[src/rtl/slowdev_pkg.sv]
package slowdev_pkg;
  typedef enum logic [2:0] {
    ST_IDLE    = 3'd0,
    ST_ADDR    = 3'd1,
    ST_STROBE  = 3'd2,
    ST_HOLD    = 3'd3,
    ST_RELEASE = 3'd4
  } seq_state_t;
endpackage

[src/rtl/slowdev_seq_fsm.sv]
module slowdev_seq_fsm
  import slowdev_pkg::*;
#(
  parameter int CNT_W      = 4,
  parameter int MIN_STROBE = 6,
  parameter int MIN_HOLD   = 12,
  parameter int ALE_CYC    = 2
) (
  input  logic             clk,
  input  logic             rst_n,
  input  logic             dev_sel,
  input  logic             cpu_rd,
  input  logic             cpu_wr,
  input  logic [CNT_W-1:0] strobe_len,
  input  logic [CNT_W-1:0] hold_len,
  output seq_state_t       state,
  output logic [CNT_W-1:0] cnt,
  output logic             is_wr,
  output logic             start,
  output logic             stb_last
);
  localparam int SETUP_CYC = ALE_CYC + 1;
  localparam logic [CNT_W-1:0] MIN_S   = CNT_W'(MIN_STROBE);
  localparam logic [CNT_W-1:0] MIN_H   = CNT_W'(MIN_HOLD);
  localparam logic [CNT_W-1:0] SETUP_L = CNT_W'(SETUP_CYC - 1);

  seq_state_t       state_q, state_d;
  logic [CNT_W-1:0] cnt_q, cnt_d;
  logic [CNT_W-1:0] stb_q, hld_q, stb_eff, hld_eff;
  logic             wr_q;

  assign stb_eff = (strobe_len < MIN_S) ? MIN_S : strobe_len;
  assign hld_eff = (hold_len   < MIN_H) ? MIN_H : hold_len;

  assign start    = (state_q == ST_IDLE) && dev_sel && (cpu_rd || cpu_wr);
  assign stb_last = (state_q == ST_STROBE) && (cnt_q == stb_q - 1'b1);

  always_comb begin
    state_d = state_q;
    cnt_d   = cnt_q;
    unique case (state_q)
      ST_IDLE: if (start) begin
        state_d = ST_ADDR;
        cnt_d   = '0;
      end
      ST_ADDR: if (cnt_q == SETUP_L) begin
        state_d = ST_STROBE;
        cnt_d   = '0;
      end else cnt_d = cnt_q + 1'b1;
      ST_STROBE: if (stb_last) begin
        state_d = ST_HOLD;
        cnt_d   = '0;
      end else cnt_d = cnt_q + 1'b1;
      ST_HOLD: if (cnt_q == hld_q - 1'b1) begin
        state_d = ST_RELEASE;
        cnt_d   = '0;
      end else cnt_d = cnt_q + 1'b1;
      ST_RELEASE: if (!cpu_rd && !cpu_wr) state_d = ST_IDLE;
      default: state_d = ST_IDLE;
    endcase
  end

  always_ff @(posedge clk or negedge rst_n) begin
    if (!rst_n) begin
      state_q <= ST_IDLE;
      cnt_q   <= '0;
    end else begin
      state_q <= state_d;
      cnt_q   <= cnt_d;
    end
  end

  always_ff @(posedge clk or negedge rst_n) begin
    if (!rst_n) begin
      stb_q <= '0;
      hld_q <= '0;
      wr_q  <= 1'b0;
    end else if (start) begin
      stb_q <= stb_eff;
      hld_q <= hld_eff;
      wr_q  <= cpu_wr;
    end
  end

  assign state = state_q;
  assign cnt   = cnt_q;
  assign is_wr = wr_q;

  // leaving release needs both CPU strobes idle
  a_r8_release_waits: assert property (@(posedge clk) disable iff (!rst_n)
    (state_q == ST_RELEASE && (cpu_rd || cpu_wr)) |=> (state_q == ST_RELEASE));
  // once started, the sequence always reaches the pulse phase
  a_r7_no_abort: assert property (@(posedge clk) disable iff (!rst_n)
    (state_q == ST_ADDR && cnt_q == SETUP_L) |=> (state_q == ST_STROBE));
endmodule

[src/rtl/slowdev_strobe_gen.sv]
module slowdev_strobe_gen
  import slowdev_pkg::*;
#(
  parameter int CNT_W      = 4,
  parameter int DATA_W     = 8,
  parameter int ALE_CYC    = 2,
  parameter int MIN_STROBE = 6
) (
  input  logic              clk,
  input  logic              rst_n,
  input  seq_state_t        state,
  input  logic [CNT_W-1:0]  cnt,
  input  logic              is_wr,
  input  logic              start,
  input  logic              stb_last,
  input  logic [DATA_W-1:0] per_rdata,
  output logic              cpu_wait,
  output logic              per_ale,
  output logic              per_rd,
  output logic              per_wr,
  output logic [DATA_W-1:0] cpu_rdata
);
  localparam logic [CNT_W-1:0] ALE_L = CNT_W'(ALE_CYC);

  logic [DATA_W-1:0] rdata_q;
  logic              cap_en;

  assign cpu_wait = start || (state == ST_ADDR) || (state == ST_STROBE) || (state == ST_HOLD);
  assign per_ale  = (state == ST_ADDR) && (cnt < ALE_L);
  assign per_rd   = (state == ST_STROBE) && !is_wr;
  assign per_wr   = (state == ST_STROBE) && is_wr;
  assign cap_en   = stb_last && !is_wr;

  always_ff @(posedge clk or negedge rst_n) begin
    if (!rst_n)      rdata_q <= '0;
    else if (cap_en) rdata_q <= per_rdata;
  end
  assign cpu_rdata = rdata_q;

  // checker-side run length of the current peripheral pulse
  logic [CNT_W:0] run_q;
  logic           pulse;
  assign pulse = per_rd || per_wr;
  always_ff @(posedge clk or negedge rst_n) begin
    if (!rst_n)     run_q <= '0;
    else if (pulse) run_q <= (&run_q) ? run_q : run_q + 1'b1;
    else            run_q <= '0;
  end

  a_r9_one_strobe: assert property (@(posedge clk) disable iff (!rst_n)
    $countones({per_ale, per_rd, per_wr}) <= 1);
  a_r9_strobe_in_wait: assert property (@(posedge clk) disable iff (!rst_n)
    (per_ale || per_rd || per_wr) |-> cpu_wait);
  a_r4_min_width: assert property (@(posedge clk) disable iff (!rst_n)
    $fell(pulse) |-> (run_q >= (CNT_W+1)'(MIN_STROBE)));
  a_r5_hold_after: assert property (@(posedge clk) disable iff (!rst_n)
    $fell(pulse) |-> cpu_wait);
  a_r3_ale_gap: assert property (@(posedge clk) disable iff (!rst_n)
    $rose(pulse) |-> ($past(!per_ale) && $past(per_ale, 2)));
  a_r6_data_hold: assert property (@(posedge clk) disable iff (!rst_n)
    !cap_en |=> $stable(cpu_rdata));
endmodule

[src/rtl/slowdev_wait_seq.sv]
module slowdev_wait_seq
  import slowdev_pkg::*;
#(
  parameter int CNT_W      = 4,
  parameter int DATA_W     = 8,
  parameter int MIN_STROBE = 6,
  parameter int MIN_HOLD   = 12,
  parameter int ALE_CYC    = 2
) (
  input  logic              clk,
  input  logic              rst_n,
  input  logic              dev_sel,
  input  logic              cpu_rd,
  input  logic              cpu_wr,
  input  logic [CNT_W-1:0]  strobe_len,
  input  logic [CNT_W-1:0]  hold_len,
  input  logic [DATA_W-1:0] per_rdata,
  output logic              cpu_wait,
  output logic              per_ale,
  output logic              per_rd,
  output logic              per_wr,
  output logic [DATA_W-1:0] cpu_rdata
);
  seq_state_t       state;
  logic [CNT_W-1:0] cnt;
  logic             is_wr, start, stb_last;

  slowdev_seq_fsm #(
    .CNT_W(CNT_W), .MIN_STROBE(MIN_STROBE), .MIN_HOLD(MIN_HOLD), .ALE_CYC(ALE_CYC)
  ) u_fsm (
    .clk(clk), .rst_n(rst_n), .dev_sel(dev_sel), .cpu_rd(cpu_rd), .cpu_wr(cpu_wr),
    .strobe_len(strobe_len), .hold_len(hold_len),
    .state(state), .cnt(cnt), .is_wr(is_wr), .start(start), .stb_last(stb_last)
  );

  slowdev_strobe_gen #(
    .CNT_W(CNT_W), .DATA_W(DATA_W), .ALE_CYC(ALE_CYC), .MIN_STROBE(MIN_STROBE)
  ) u_gen (
    .clk(clk), .rst_n(rst_n), .state(state), .cnt(cnt), .is_wr(is_wr),
    .start(start), .stb_last(stb_last), .per_rdata(per_rdata),
    .cpu_wait(cpu_wait), .per_ale(per_ale), .per_rd(per_rd), .per_wr(per_wr),
    .cpu_rdata(cpu_rdata)
  );
endmodule

[config.mk]
export PLATFORM = sky130hd
export DESIGN_NAME = slowdev_wait_seq
export DESIGN_NICKNAME = d
export VERILOG_FILES = /design/src/rtl/slowdev_pkg.sv /design/src/rtl/slowdev_seq_fsm.sv /design/src/rtl/slowdev_strobe_gen.sv /design/src/rtl/slowdev_wait_seq.sv
export SDC_FILE = /design/constraint.sdc
export NUM_CORES = 1
export LEC_CHECK = 0
export ABC_AREA = 1
export CAP_MARGIN = 20
export CORE_AREA = 2 2 60 62
export CTS_CLUSTER_DIAMETER = 40
export DETAILED_ROUTE_END_ITERATION = 8
export DIE_AREA = 0 0 62 64
export PLACE_DENSITY_LB_ADDON = 0.08
export SYNTH_ARGS = -nofsm -noshare
export SYNTH_HDL_FRONTEND = slang
export SYNTH_SLANG_ARGS = --single-unit
[constraint.sdc]
create_clock -name clk -period 1.5 [get_ports clk]
set_clock_uncertainty 0.05 [all_clocks]
set_input_delay 0.45 -clock clk [delete_from_list [all_inputs] [get_ports clk]]
set_output_delay 0.45 -clock clk [all_outputs]
set_load 0.02 [all_outputs]
After elaboration in Yosys (flattened, before gate mapping):

Cells that the tools add are included.

* input port bits: 21
* flip-flop bits (word level): 24

* eq/ne operators: 12
* magnitude comparators: 3
* reductions and logical operators: 19
* mux-type cells: 13
* $add $sub $neg: 3

Operator list (count)
* $mux W4: 6
* $pmux W4 S4: 1
* $mux W3: 5
* $pmux W3 S5: 1
* $ne A2 B1 Y1 const B: 5
* $eq A4 B4 Y1: 2
* $logic_and A1 B1 Y1: 8
* $sub A4 B1 Y4 const B: 2
* $eq A3 B2 Y1 const B: 2
* $reduce_and A5 Y1: 1
* $add A4 B1 Y4 const B: 1
* $eq A4 B2 Y1 const B: 1
* $logic_or A1 B1 Y1: 4
* $lt A4 B2 Y1 const B: 1
* $lt A4 B3 Y1 const B: 1
* $lt A4 B4 Y1 const B: 1
* $reduce_bool A4 Y1: 1
* $eq A3 B1 Y1 const B: 1
* $eq A3 B3 Y1 const B: 1
* $logic_not A1 Y1: 3
* $logic_not A3 Y1: 1
* $reduce_and A2 Y1: 1

Longest topological paths before layout:

* depth after elaboration: 6
* gate-level depth with buffers: 12
* gate-level depth less buffers: 12

Hierarchy:

From an unflattened synthesis, not the netlist that was laid out.

* cells, all modules: 204
* area total of the unflattened synthesis: 1476.4 µm²

By module, submodules not included
* slowdev_seq_fsm: instances 1, cells an instance 156, area each 1094.8 µm²
* slowdev_strobe_gen: instances 1, cells an instance 48, area each 381.6 µm²

Worst setup path before layout:

OpenSTA, ideal clock, no wires.

* path kind: register to output
* from: register u_fsm.state_q[2], in the netlist u_fsm.state[2]
* to: output port per_ale
* path slack: -0.319 ns
* path buffers: 0
* arrival time: 1.319 ns
* stages on the path, launching flop included: 4
* path through: dfrtp_1 -> nor3_1 -> inv_1 -> nor4_1

* word-level cells in the longest chain between the ends: 2

RTL lines
* start: declaration: RTL line slowdev_seq_fsm.sv:27 `seq_state_t state_q, state_d;`
* start signal: assignment: RTL line slowdev_seq_fsm.sv:68 `state_q <= state_d;`
* $eq A3 B1 Y1: RTL line slowdev_strobe_gen.sv:29 `assign per_ale = (state == ST_ADDR) && (cnt < ALE_L);`
* $logic_and A1 B1 Y1: RTL line slowdev_strobe_gen.sv:29
* end: declaration: RTL line slowdev_wait_seq.sv:19 `output logic per_ale,`

No other way between the ends.

Worst setup path in the final report:

* from: register u_fsm.state_q[0], in the netlist u_fsm.state[0]
* to: output port per_ale

The elaborated chain is that of the path after synthesis.

==> impl_metrics.tcl <==
set metrics [dict create \
    nets 292 \
    setup_ws_ns -0.409 \
    crit_fanout 3 \
    drcViolationCount 0 \
    avgRoutedWirePerCell_um 12.1 \
    synth-async-reset-ratio 1.00 \
    core_um2 3280 \
    ys_seq_area_frac 0.414 \
    place.port_buffers 32 \
    period_share 1.27 \
    status "finished, violations left" \
    comb_power_share 0.692 \
    maxCapViolations 0 \
    timing.fmax_ghz 0.524 \
    grt_pass1_wl_um 6040 \
    numCtsBuffers 3 \
    maxSlewHeadroom 0.707 \
    arrival_ns 1.41 \
    intPower_mw 2.45 \
    power_density_nw_per_um2 1900 \
    track_usage 0.202 \
    grt_max_degree 25 \
    synth_top_area_frac 0.414 \
    grt_overflow 0 \
    yosys_register_bits 24 \
    yosysWarnings 0 \
    synth_edf_count 0 \
    worstMarginPinSlew_ns 0.435 \
    die_h_um 64 \
    synth.largest_area_cell "dfrtp_1" \
    end_kind "output port" \
    synth.distinct_cells 28 \
    hpwl_um 2600 \
    finalCriticalPeriod_ns 1.91 \
    final_common_cell "buf_4" \
    netlist_instances 190 \
    antenna_found_initial 0 \
    die_w_um 62 \
    ys.flop_type "dfrtp_1" \
    synth_area_leaders "dfrtp_1 (41%), nand2_1 (13%), inv_1 (8.3%)" \
    finalSetupViolations 19 \
    p_leak_nw 1.17 \
    worst_hold_path_type "in -> async" \
    root_buffer "clkbuf_4" \
    cts_sinks 24 \
    hold_ws_ns 0.417 \
    first_global_vias 1449 \
    clk_pin_slew_worst_paths_ns 0.13 \
    hold_viol 0 \
    clk_latency_ns 0.32 \
    fp-row-count 21 \
    peakVddDrop_uv 818 \
    drt_first_iter_violations 54 \
    cp-start-kind "flop" \
    slew_violations 0 \
    power.share.sequential 0.243 \
    grt_setup_unrepaired "true" \
    drive_above_1_share 0.442 \
    die-area_um2 3970 \
    most-common-layout-cells "buf_4 (39), nand2_1 (37), inv_1 (27)" \
    wl_um 3770 \
    syn2layout_area_growth_pct 60.7 \
    io_pins 33 \
    vias 1460 \
    syn_nets 215 \
    htreeDepth 1 \
    switching_share 0.446 \
    critical_path_required_ns 1.00 \
    violations "setup timing" \
    worst-setup-path-type "reg -> out" \
    gp_congestion 0.765 \
    netSwitchingPower_mw 1.98 \
    start_util 0.442 \
    vias_per_cell 4.69 \
    ant_nets 0 \
    syn_area_per_cell_um2 7.64 \
    diodes 0 \
    cts_hold_buf 0 \
    clockBufferDepth 2 \
    cts_tree "done" \
    total_power_mw 4.43 \
    drt_first_pass_iters 4 \
    synth_area_um2 1450 \
    power.share.clock 0.066 \
]
[sequential cells by signal (all words and copies together) (netlist names)]
register and count:
u_fsm.hld_q 4, u_fsm.state 3, u_fsm.cnt 4, u_fsm.stb_q 4, u_gen.cpu_rdata 8, u_fsm.is_wr 1
[cells in the mapped netlist, drive strengths merged, types with 2 or more instances]
master	n
nand2	54
inv	37
dfrtp	24
nor2	16
o21ai	16
nand3	10
nand4	6
a21oi	4
ha	4
xor2	4
buf	3
nor3	3
a22oi	2
or2	2
[worst paths after layout]
kind | start | to | slack [ns] | depth (start not counted)
max | u_fsm.state[0] | per_ale | -0.41 | 5
min | rst_n | u_gen.cpu_rdata[1] | 0.42 | 2
max reg2reg | u_fsm.stb_q[0] | u_gen.cpu_rdata[4] | -0.20 | 10
min reg2reg | u_gen.cpu_rdata[7] | u_gen.cpu_rdata[7] | 0.45 | 2
max in group asynchronous | rst_n | u_gen.cpu_rdata[5] | 0.84 | 2
min in group clk | u_gen.cpu_rdata[7] | u_gen.cpu_rdata[7] | 0.45 | 2
[metrics by stage]
step                utilization  cells  cell area, um2  TNS, ns  setup WS, ns
floorplan                     -    190            1490   -0.554       -0.0911
global placement          0.632    294            2070    -8.48        -0.872
detailed placement        0.632    294            2070    -8.64        -0.851
CTS                       0.672    304            2210    -3.92        -0.403
global route              0.710    311            2330    -5.29        -0.498
finish                    0.710    311            2330    -3.93        -0.409
[critical path: stages, from the launching register on]
cell     delay [ns]
dfrtp_1        0.42
inv_2          0.06
nor3_2         0.20
inv_1          0.09
nor4_2         0.14
buf_4          0.18
[repair_timing]
item | CTS | global route
setup endpoints to repair | 30 | 23
cloned | 1 | 0
resized for setup | 80 | 22
setup buffers | 6 | 8
pin swaps | 10 | 19
[power groups by stage]
stage                     combinational (mW)  sequential [mW]  clock [mW]
after floorplan                         1.31             1.19           0
final                                   3.06             1.07       0.292
after detailed placement                2.49             1.07           0
after global placement                  2.43             1.05           0
after CTS                               2.78             1.07       0.310
after global routing                    3.35             1.10       0.334
[final cells by class]
cell class | instances | area [um2]
clock buffers | 3 | 22.5
fillers | 281 | 952
inverters | 37 | 143
multi-input cells | 127 | 887
flip-flops and latches | 24 | 601
well taps | 46 | 57.6
repair buffers | 74 | 622
[logic make-up (layout without fill, tap and decap cells)]
group | after synthesis | in the layout | synth area share
flip-flops | 24 | 24 | 0.414
XOR/XNOR | 5 | 5 | 0.0302
adder cells (fa/ha/maj) | 4 | 4 | 0.0345
AND/OR/NAND/NOR | 93 | 94 | 0.298
buffers and inverters | 40 | 114 | 0.112
AO/OA/AOI/OAI | 24 | 24 | 0.111
[layer usage]
metal  GRT usage  wire length, um
met5           0                0
met4      0.0638               31
met3      0.0202              136
met2       0.355             1990
met1       0.250             1600
Power figures use the tool's default switching activity.
